**src/rtl/csd_recoder_pkg.sv**
```systemverilog
package csd_recoder_pkg;

  typedef enum logic {
    MODE_CSD   = 1'b0,
    MODE_BOOTH = 1'b1
  } rec_mode_e;

  typedef struct packed {
    logic nz;
    logic neg;
    logic dbl;
  } sdigit_t;

  // Radix-4 group {b(2j+1), b(2j), b(2j-1)} -> signed digit.
  function automatic sdigit_t booth_group(input logic [2:0] g);
    sdigit_t d;
    unique case (g)
      3'b000, 3'b111: d = '{nz: 1'b0, neg: 1'b0, dbl: 1'b0};
      3'b001, 3'b010: d = '{nz: 1'b1, neg: 1'b0, dbl: 1'b0};
      3'b011:         d = '{nz: 1'b1, neg: 1'b0, dbl: 1'b1};
      3'b100:         d = '{nz: 1'b1, neg: 1'b1, dbl: 1'b1};
      default:        d = '{nz: 1'b1, neg: 1'b1, dbl: 1'b0};
    endcase
    return d;
  endfunction

  // Digit from one bit of 3B and the input bit one place higher: h - b.
  function automatic sdigit_t csd_digit(input logic h, input logic b);
    sdigit_t d;
    d.nz  = h ^ b;
    d.neg = b & ~h;
    d.dbl = 1'b0;
    return d;
  endfunction

endpackage

```
**src/rtl/csd_core.sv**
```systemverilog
module csd_core
  import csd_recoder_pkg::*;
#(
  parameter int W = 8,
  localparam int ND = W + 1
) (
  input  logic [W-1:0]  value,
  output logic [ND-1:0] nz,
  output logic [ND-1:0] neg,
  output logic          top_carry
);
  localparam int HW = W + 2;

  logic [HW-1:0] b_ext;
  logic [HW-1:0] triple;

  assign b_ext  = {2'b00, value};
  assign triple = b_ext + {b_ext[HW-2:0], 1'b0};

  genvar i;
  generate
    for (i = 0; i < ND; i++) begin : g_dig
      sdigit_t d;
      assign d      = csd_digit(triple[i+1], b_ext[i+1]);
      assign nz[i]  = d.nz;
      assign neg[i] = d.neg;
    end
  endgenerate

  assign top_carry = nz[ND-1];
endmodule

```
**src/rtl/booth_core.sv**
```systemverilog
module booth_core
  import csd_recoder_pkg::*;
#(
  parameter int W = 8,
  localparam int ND = W + 1
) (
  input  logic [W-1:0]  value,
  output logic [ND-1:0] nz,
  output logic [ND-1:0] neg,
  output logic [ND-1:0] dbl
);
  localparam int BW = ((W + 2) / 2) * 2;
  localparam int NG = BW / 2;

  logic [BW:0] padded;
  assign padded = {{(BW - W){1'b0}}, value, 1'b0};

  genvar j;
  generate
    for (j = 0; j < NG; j++) begin : g_grp
      sdigit_t d;
      assign d          = booth_group(padded[2*j+2 -: 3]);
      assign nz[2*j]    = d.nz;
      assign neg[2*j]   = d.neg;
      assign dbl[2*j]   = d.dbl;
      if (2*j + 1 < ND) begin : g_odd
        assign nz[2*j+1]  = 1'b0;
        assign neg[2*j+1] = 1'b0;
        assign dbl[2*j+1] = 1'b0;
      end
    end
  endgenerate
endmodule

```
**src/rtl/csd_popcount.sv**
```systemverilog
module csd_popcount #(
  parameter int N  = 9,
  parameter int CW = 4
) (
  input  logic [N-1:0]  bits,
  output logic [CW-1:0] count
);
  always_comb begin
    count = '0;
    for (int k = 0; k < N; k++) count = count + CW'(bits[k]);
  end
endmodule

```
**src/rtl/csd_recoder.sv**
```systemverilog
module csd_recoder
  import csd_recoder_pkg::*;
#(
  parameter int W = 8,
  localparam int ND = W + 1,
  localparam int CW = $clog2(W + 2)
) (
  input  logic          clk,
  input  logic          rst_n,
  input  logic          in_valid,
  input  logic          in_mode,
  input  logic [W-1:0]  in_value,
  output logic          out_valid,
  output logic          out_mode,
  output logic [ND-1:0] out_nz,
  output logic [ND-1:0] out_neg,
  output logic [ND-1:0] out_dbl,
  output logic [CW-1:0] out_count
);
  localparam int SW = W + 3;

  logic [ND-1:0] c_nz, c_neg;
  logic          c_top;
  logic [ND-1:0] b_nz, b_neg, b_dbl;
  logic [ND-1:0] sel_nz, sel_neg, sel_dbl;
  logic [CW-1:0] sel_count;
  rec_mode_e     req_mode;

  csd_core #(.W(W)) u_csd (
    .value(in_value), .nz(c_nz), .neg(c_neg), .top_carry(c_top)
  );

  booth_core #(.W(W)) u_booth (
    .value(in_value), .nz(b_nz), .neg(b_neg), .dbl(b_dbl)
  );

  assign req_mode = rec_mode_e'(in_mode);

  always_comb begin
    if (req_mode == MODE_BOOTH) begin
      sel_nz  = b_nz;
      sel_neg = b_neg;
      sel_dbl = b_dbl;
    end else begin
      sel_nz  = c_nz;
      sel_neg = c_neg;
      sel_dbl = '0;
    end
  end

  csd_popcount #(.N(ND), .CW(CW)) u_pop (.bits(sel_nz), .count(sel_count));

  always_ff @(posedge clk or negedge rst_n) begin
    if (!rst_n) begin
      out_valid <= 1'b0;
      out_mode  <= 1'b0;
      out_nz    <= '0;
      out_neg   <= '0;
      out_dbl   <= '0;
      out_count <= '0;
    end else begin
      out_valid <= in_valid;
      if (in_valid) begin
        out_mode  <= in_mode;
        out_nz    <= sel_nz;
        out_neg   <= sel_neg;
        out_dbl   <= sel_dbl;
        out_count <= sel_count;
      end
    end
  end

  // Value carried by the presented digit string, for the checks below.
  logic signed [SW-1:0] recon_val;
  always_comb begin
    recon_val = '0;
    for (int k = 0; k < ND; k++) begin
      if (out_nz[k]) begin
        if (out_neg[k]) recon_val = recon_val - (SW'(out_dbl[k] ? 2 : 1) <<< k);
        else            recon_val = recon_val + (SW'(out_dbl[k] ? 2 : 1) <<< k);
      end
    end
  end

  logic unused_top;
  assign unused_top = c_top;

  p_latency_r1: assert property (@(posedge clk) disable iff (!rst_n)
    out_valid == $past(in_valid));

  p_value_r2: assert property (@(posedge clk) disable iff (!rst_n)
    (out_valid && !out_mode) |-> (recon_val == SW'($past(in_value))));

  p_no_adjacent_r3: assert property (@(posedge clk) disable iff (!rst_n)
    !out_mode |-> ((out_nz & (out_nz >> 1)) == '0));

  p_count_bound_r4: assert property (@(posedge clk) disable iff (!rst_n)
    !out_mode |-> (out_count <= CW'((W + 2) / 2)));

  p_flags_r5: assert property (@(posedge clk) disable iff (!rst_n)
    ((out_neg & ~out_nz) == '0) && ((out_dbl & ~out_nz) == '0));

  p_no_dbl_r5: assert property (@(posedge clk) disable iff (!rst_n)
    !out_mode |-> (out_dbl == '0));

  p_booth_value_r6: assert property (@(posedge clk) disable iff (!rst_n)
    (out_valid && out_mode) |-> (recon_val == SW'($past(in_value))));

  p_mode_r8: assert property (@(posedge clk) disable iff (!rst_n)
    out_valid |-> (out_mode == $past(in_mode)));

  p_hold_r9: assert property (@(posedge clk) disable iff (!rst_n)
    !$past(in_valid) |-> ($stable(out_nz) && $stable(out_neg) && $stable(out_count)));
endmodule

```
**config.mk**
```make
export PLATFORM = sky130hd
export DESIGN_NAME = csd_recoder
export DESIGN_NICKNAME = d
export VERILOG_FILES = /design/src/rtl/csd_recoder_pkg.sv /design/src/rtl/csd_core.sv /design/src/rtl/booth_core.sv /design/src/rtl/csd_popcount.sv /design/src/rtl/csd_recoder.sv
export SDC_FILE = /design/constraint.sdc
export NUM_CORES = 1
export LEC_CHECK = 0
export ABC_AREA = 1
export BUFFER_PORTS_ARGS = -buffer_cell sky130_fd_sc_hd__buf_2
export CORE_MARGIN = 8
export CORE_UTILIZATION = 49
export CTS_CLUSTER_SIZE = 25
export DETAILED_ROUTE_END_ITERATION = 10
export GPL_TIMING_DRIVEN = 0
export PLACE_DENSITY = 0.87
export SLEW_MARGIN = 20
export SYNTH_ARGS = -nofsm -noshare
export SYNTH_HDL_FRONTEND = slang
export SYNTH_SLANG_ARGS = --single-unit
```
**constraint.sdc**
```tcl
create_clock -name clk -period 0.8 [get_ports clk]
set_input_delay 0.08 -clock clk [delete_from_list [all_inputs] [get_ports clk]]
set_output_delay 0.08 -clock clk [all_outputs]
set_load 0.05 [all_outputs]
```
# Word level (Yosys, flattened, before mapping)
# Cells that the tools add are included.
[classes]
addsub = 9
eq_ne = 17
mux = 8
n_bitwise = 21
reduce_logical = 11
[op_table]
columns = ["op", "n"]
rows = [
  ["3-bit case mux with 4 select lines", 3],
  ["4-bit by 1-bit adder with 4-bit output", 7],
  ["9-bit 2-to-1 mux", 3],
  ["3-bit by 2-bit equality test with 1-bit output, second input constant", 6],
  ["3-bit equality test, second input constant", 6],
  ["3-bit zero test", 5],
  ["2-bit OR reduction", 6],
  ["8-bit by 9-bit adder with 10-bit output", 1],
  ["3-bit by 1-bit equality test with 1-bit output, second input constant", 3],
  ["3-bit case mux with 3 select lines", 1],
  ["1-bit AND", 7],
  ["1-bit NOT", 7],
  ["1-bit bitwise XOR", 7],
  ["3-bit case mux with 2 select lines", 1],
  ["1-bit by 1-bit adder with 2-bit output", 1],
  ["2-bit by 1-bit equality test with 1-bit output, second input constant", 1],
  ["2-bit equality test, second input constant", 1],
]
[word_totals]
register_bits = 33
inputBits = 12
output_inout_bits = 33
wordCells = 72

# Longest topological paths before layout
# Gate-level depths: netlist (run 1).
[logic_depth]
word_depth = 12
ltp_mapped = 19
mapped_depth_nobuf = 19

# Modules after synthesis
# A second synthesis (run 1) with hierarchy kept.
[unflattened]
hier_cells = 374
area_unflattened_um2 = 2593.7
[modules_own_cells]
columns = ["mod", "n_inst", "cells_per_inst", "area_each_um2", "seq_area_each_um2"]
rows = [
  ["csd_recoder", 1, 221, 1650.3, 825.8],
  ["csd_core", 1, 78, 491.7, 0.0],
  ["booth_core", 1, 44, 235.2, 0.0],
  ["csd_popcount", 1, 31, 216.5, 0.0],
]

# Worst setup path before layout (run 1)
# Ideal clock, no wire load.
[synth_timing]
path_kind = "in2reg"
startpoint = "input port in_value[0]"
endpoint = "register out_count[2]"
setup_ns = 0.083
arrival_ns = 3.705
required_ns = 0.717
path_slack_ns = -2.988
cell_stages = 17
path_buffers = 0
path_cell_list = "nand2_1 > inv_2 > fa_1 > inv_1 > ha_1 > nor2_1 > ha_1 > inv_1 > fa_1 > inv_1 > fa_1 > fa_1 > ha_1 > inv_1 > fa_1 > xor2_1 > o21ai_0"
[synth_between]
elab_chain_cells = 11
elab_cells_between_ends = 21
classes_between = "9 x add/sub; 2 x eq/ne; 2 x mux; 7 x bitwise; 1 x reduce/logical"
[synth_rtl]
columns = ["element", "line", "text"]
rows = [
  ["start, declared", "csd_recoder.sv:12", "input logic [W-1:0] in_value,"],
  ["8-bit by 9-bit adder with 10-bit output", "csd_core.sv:18", "assign triple = b_ext + {b_ext[HW-2:0], 1'b0};"],
  ["1-bit bitwise XOR", "csd_recoder_pkg.sv:30", "d.nz = h ^ b;"],
  ["9-bit 2-to-1 mux", "csd_recoder.sv:40", "if (req_mode == MODE_BOOTH) begin"],
  ["net sel_nz[1]", "csd_recoder.sv:25", "logic [ND-1:0] sel_nz, sel_neg, sel_dbl;"],
  ["1-bit by 1-bit adder with 2-bit output", "csd_popcount.sv:10", "for (int k = 0; k < N; k++) count = count + CW'(bits[k]);"],
  ["4-bit by 1-bit adder with 4-bit output (7 in series)", "csd_popcount.sv:10", ""],
  ["end signal, assigned", "csd_recoder.sv:68", "out_count <= sel_count;"],
  ["end, declared", "csd_recoder.sv:18", "output logic [CW-1:0] out_count"],
]
# The timed path passes the listed nets, and every way through them passes these cells.
# A chain may end at the register's enable or synchronous reset.

# Worst setup path in the final report (run 1)
# Ends and elaborated chain as after synthesis.

==> reports/qor.yml, run 1 <==
yosysMostFrequentCell: "nand2_1"
final_nets: 369
skew_ns: 0
ant_nets: 0
wl_um: 5805
rsz0062_at_grt: "yes"
drc: 0
yosysTopAreaCell: "dfrtp_1"
root_buffer: "clkbuf_8"
fmax_ghz: 0.2765
antennaDiodeCount: 0
clock_sinks: 26
cp_max_fo: 2
synthCells: 244
wl_per_cell_um: 15.69
leakage_nw: 1.563
fill_cells: 232
setup-violations-final: 44
end_kind: "flip-flop"
synth_flop_cell: "dfrtp_1"
cap_violations: 0
peakVddDrop_mv: 1.439
hold_viol: 0
outcome: "finished, violations left"
tns_ns: -20.73
drv_slew: 0
gr-usage-all-layers_pct: 18.19
core_sq_mm: 0.004000
routed_via_density: 5.146
power_density_mw_per_mm2: 2051
timing.hold.ws_ns: 0.07773
synth_edf_count: 0
cp.required_ns: 1.01
synth_area_leaders: "dfrtp_1 (32%), ha_1 (18%), nand2_1 (13%)"
synth.distinct_cells: 29
gp_congestion: 0.8317
period_share_pct: 452.0
clk_pin_slew_ns: 0.09
ys_ff_latch: 26
synth_top_area_share_pct: 32.06
yosys_warnings: 0
cp-start-kind: "input pin"
grt-ovfl-total: 0
grt_pass1_wl_um: 9183
setup_ws_ns: -2.816
synthArstFlopShare_pct: 100.0
clk_latency_ns: 0.27
violations: "negative setup slack"
drive_gt1_share_pct: 47.81
synth.avg_cell_area_sq_um: 8.317
antenna_found_initial: 0
rows: 23
syn_area_sq_mm: 0.002029
grt_pass1_vias: 1944
drt_first_pass_iters: 4
cts_tree: "done"
hpwlAfterDp_um: 3572
cts_made_buffers: 3
hold_path.class: "in -> reg"
die-area_sq_mm: 0.006457
clockBufferDepth: 2
io_pins: 45
port_buffers: 36
grt_max_degree: 27
die_h_um: 80.36
synthTopCellsByCount: "nand2_1 (68), ha_1 (30), inv_1 (29)"
crit_type: "in -> reg"
start_util_pct: 50.74
post-route-min-period_ns: 3.616
die_w_um: 80.36
crit_arrival_ns: 3.82
area_growth_pct: 54.44
num_vias: 1904
drt_iter0_markers: 115
ys_seq_area_share_pct: 32.06
htree_levels: 1
[cell type report]
type                       count  area (sq um)  share of cell area (%)
clock buffer                   4         55.05                   1.756
tap                           50         62.56                   1.996
inverter                      34         145.1                   4.631
sequential                    26         659.4                   21.04
timing repair buffer          66         651.9                   20.80
multi-input combinational    176          1458                   46.51
buffer                        14         102.6                   3.273
[metrics by stage]
stage | util, % | instances | area (sq um) | power [mW] | setup slack [ns]
6_report | 78.35 | 370 | 3134 | 6.428 | -2.816
3_3_place_gp | 61.68 | 336 | 2467 | 4.458 | -3.139
2_1_floorplan | - | 250 | 2225 | 3.900 | -2.821
3_5_place_dp | 61.68 | 336 | 2467 | 4.526 | -3.186
4_1_cts | 73.73 | 360 | 2949 | 6.049 | -2.757
5_1_grt | 78.35 | 370 | 3134 | 6.840 | -2.900
[flip-flops by register name, indices dropped and copies added, names as in the netlist]
| name | count |
|---|---|
| out_count | 4 |
| out_dbl | 4 |
| out_mode | 1 |
| out_neg | 7 |
| out_nz | 9 |
| out_valid | 1 |
[worst max-delay path, cell delays in order]
cell	delay [ns]
buf_8	0.11
nand2_8	0.06
inv_4	0.03
fa_2	0.52
inv_2	0.05
ha_4	0.26
nor2_4	0.04
ha_4	0.27
inv_2	0.03
fa_1	0.56
inv_2	0.06
fa_2	0.43
fa_2	0.56
ha_4	0.13
inv_2	0.03
fa_2	0.32
xor2_1	0.15
o21ai_1	0.13
[path summary, 6_finish.rpt]
check / depth (start not counted) / to / slack [ns] / start
min reg2reg: 2 / out_nz[1] / 0.51 / out_nz[1]
max: 18 / out_count[2] / -2.82 / in_value[0]
min in group asynchronous: 2 / out_count[2] / 0.28 / rst_n
max reg2reg: 4 / out_neg[6] / -0.06 / out_neg[6]
min: 3 / out_neg[0] / 0.08 / in_value[1]
max in group asynchronous: 2 / out_mode / 0.23 / rst_n
[report_power, final]
part           switching, mW  total [mW]  internal (mW)
Clock                  0.412       0.852          0.441
Sequential             0.176        1.72           1.54
Combinational           2.22        3.86           1.63
[what timing repair did]
item / 4_1_cts / 5_1_grt
setup endpoints to repair: 44 / 71
endpoints found under the hold margin: 27 / 0
pin swaps: 15 / 24
hold buffers: 2 / 0
gates resized for setup: 86 / 23
setup buffers: 19 / 11
[routing by layer]
layer,up-vias,part of all wire (%),track usage [%]
li1,914,-,-
met1,907,38,19.85
met2,65,53,33.68
met3,18,6.5,4.576
met4,0,2.3,4.727
met5,-,0,0
[layout by cell type (no fill, tap or decap), types with 5 or more instances in the layout]
cell type	count
buf_4	33
ha_1	18
ha_4	10
buf_2	6
nand3_2	5
nand3_1	9
inv_1	18
nand2_1	59
conb_1	7
inv_2	10
nand2_2	9
dfrtp_1	19
dfrtp_2	7
buf_6	35
o21ai_1	5
[kinds of logic (layout without fill, tap and decap cells)]
logic type | count (synthesis) | after routing | share of synthesized area [%]
AOI/OAI and AO/OA | 31 | 31 | 9.741
xor gates and xnor gates | 6 | 6 | 2.589
adders and majority gates | 36 | 36 | 24.41
buffers and inverters | 48 | 118 | 11.34
DFF | 26 | 26 | 32.06
other | 1 | 7 | 0.1848
and+or+nand+nor | 96 | 96 | 19.67
(Power assumes the default switching activity.)
==> run 2: changes to the inputs <==
--- a/constraint.sdc
+++ b/constraint.sdc
@@ -3,2 +3,2 @@
 set_output_delay 0.08 -clock clk [all_outputs]
-set_load 0.05 [all_outputs]
+set_load 0.01 [all_outputs]
==> run 2 against run 1 <==
The flow still finishes with violations (negative setup slack); combinational power is 20% lower; sequential power is 3% lower; clock power down 12%; via count rose by 7.0%; die area unchanged; core utilization decreased by 3.8 points; global-route usage is 0.42 points higher; wire length increased by 11%; critical path depth up 2; largest power group unchanged; highest routed layer unchanged.
==> reports/qor.yml, run 2 (same netlist as run 1, synthesis figures left out) <==
outcome: "finished, violations left"
violations: "negative setup slack"
cts_made_buffers: 3  # unchanged
die-area_sq_mm: 0.006457  # unchanged
htree_levels: 1  # unchanged
cp-start-kind: "input pin"
tns_ns: -20.61  # +0.1152 ns
rows: 23  # unchanged
clk_latency_ns: 0.27  # about the same
port_buffers: 36  # unchanged
grt_pass1_vias: 2045  # +5.2%
clockBufferDepth: 2  # unchanged
drc: 0  # unchanged
largest-register: "out_nz"
cp_max_fo: 3  # +1
post-route-min-period_ns: 3.667  # +0.05078 ns
grt-ovfl-total: 0  # unchanged
grt_max_degree: 27  # unchanged
core_sq_mm: 0.004000  # unchanged
end_kind: "flip-flop"
peakVddDrop_mv: 1.216  # -16%
ant_nets: 0  # unchanged
holdCritStartpoint: "in_value[0]"
hold_path.class: "in -> reg"
crit_chain: "buf_8 -> nand2_8 -> inv_4 -> fa_2 -> nand2_2 -> nand2_2 -> nand2_2 -> xor2_2 -> ha_2 -> nand2_2 -> nand2_4 -> fa_1 -> inv_2 -> fa_2 -> fa_2 -> ha_4 -> inv_2 -> fa_2 -> xor2_1 -> o21ai_1"
setup-violations-final: 45  # +2.3%
final_cell_mix: "nand2_1 (57), buf_4 (36), buf_2 (28)"
routed_via_density: 5.478  # +6.5%
cts_tree: "done"
io_pins: 45  # unchanged
rsz0062_at_grt: "yes"
grt_pass1_wl_um: 9528  # +3.8%
period_share_pct: 458.4  # +6.3 points
worstSetupStartpoint: "in_value[0]"
hpwlAfterDp_um: 3970  # +11%
root_buffer: "clkbuf_8"
antenna_found_initial: 0  # unchanged
num_vias: 2038  # +7.0%
leakage_nw: 1.540  # -1.5%
drt_first_pass_iters: 4  # unchanged
cp.required_ns: 0.96  # -0.05 ns
drv_slew: 0  # unchanged
gp_congestion: 0.8212  # -1.3%
drt_iter0_markers: 141  # +23%
clk_pin_slew_ns: 0.09  # about the same
wl_per_cell_um: 17.34  # +11%
power_density_mw_per_mm2: 1840  # -10%
final_cell_area_sq_mm: 0.002980  # -4.9%
antennaDiodeCount: 0  # unchanged
crit_type: "in -> reg"
die_w_um: 80.36  # unchanged
gr-usage-all-layers_pct: 18.61  # +0.42 points
fin_total_pwr_mw: 5.483  # -15%
skew_ns: 0  # unchanged
slowest_stage: "fa_1"
largest_reg_flops: 9  # unchanged
setup_ws_ns: -2.867  # -0.05078 ns
cpPeakStageDelay_ns: 0.57  # about the same
fill_cells: 280  # +21%
rr_startpoint: "out_nz[1]"
final_common_cell: "nand2_1"
clock_sinks: 26  # unchanged
top_regs: "out_nz x9, out_neg x7"
drive_gt1_share_pct: 46.89  # -0.92 points
crit_arrival_ns: 3.83  # about the same
die_h_um: 80.36  # unchanged
wl_um: 6452  # +11%
area_growth_pct: 46.86
cap_violations: 0  # unchanged
dpl-instance-area_sq_mm: 0.002455  # -0.51%
final_nets: 372  # +0.81%
hold_viol: 0  # unchanged
start_util_pct: 50.74  # unchanged
fmax_ghz: 0.2727  # -1.4%
==> run 2: cell types whose count changed in the layout (fill, tap and decap cells not counted), moves of 3 or more <==
cell     previous run  this run
buf_4              33        36
nand3_2             5         2
buf_6              35        14
dfrtp_2             7         0
buf_2               6        28
dfrtp_1            19        26
nand3_1             9        12
==> run 2: path summary, 6_finish.rpt <==
kind / to / slack [ns] / cells after the start
worst max-delay path: out_count[2] / -2.87 / 20
worst min-delay path: out_dbl[0] / 0.0006 / 2
worst max register to register: out_nz[1] / -0.06 / 4
worst min register to register: out_nz[5] / 0.49 / 2
max in group asynchronous: out_neg[3] / 0.24 / 2
min in group asynchronous: out_nz[3] / 0.28 / 2
==> run 2: per-layer routing <==
layer	global-route usage, %	vias up	part of all wire (%)
li1	-	918	-
met1	19.79	985	35
met2	34.08	99	53
met3	4.799	36	6.7
met4	6.909	0	4.7
met5	0	-	0
==> run 2: power by group <==
part | switching (mW) | leakage [nW] | internal (mW)
registers | 0.125 | 0.327 | 1.54
clock network | 0.407 | 0.0216 | 0.338
logic | 1.62 | 1.19 | 1.45
==> run 2: critical path, delay by kind of cell <==
| family | cells | cell delay [ns] |
|---|---|---|
| AOI/OAI and AO/OA | 1 | 0.08 |
| xor gates and xnor gates | 2 | 0.32 |
| adders and majority gates | 7 | 2.68 |
| buffers and inverters | 4 | 0.23 |
| and+or+nand+nor | 6 | 0.43 |
==> run 2: repair_timing <==
item                       4_1_cts  5_1_grt
pin swaps                       29       27
setup buffers                   20       12
hold buffers                     2        0
hold endpoints to repair        27        0
gates resized for setup         34       29
gates cloned                     0        0
setup endpoints to repair       45       71
==> run 2: stage by stage <==
step           hold WS (ns)  std cells  setup WS (ns)  util [%]
2_1_floorplan       -0.2156        250         -2.819         -
3_3_place_gp        0.09822        336         -3.136     61.37
3_5_place_dp         0.1181        336         -3.281     61.37
4_1_cts             0.01749        361         -2.939     69.69
5_1_grt            0.008835        372         -2.974     74.51
6_report          0.0005739        372         -2.867     74.51
==> run 2: area by class of cell <==
| class | instances | area [sq um] | share of cell area [%] |
|---|---|---|---|
| timing repair buffer | 69 | 528.0 | 17.72 |
| tap | 50 | 62.56 | 2.099 |
| buffer | 14 | 102.6 | 3.442 |
| inverter | 34 | 141.4 | 4.744 |
| sequential | 26 | 650.6 | 21.83 |
| multi-input combinational | 176 | 1454 | 48.78 |
| clock buffer | 3 | 41.29 | 1.385 |
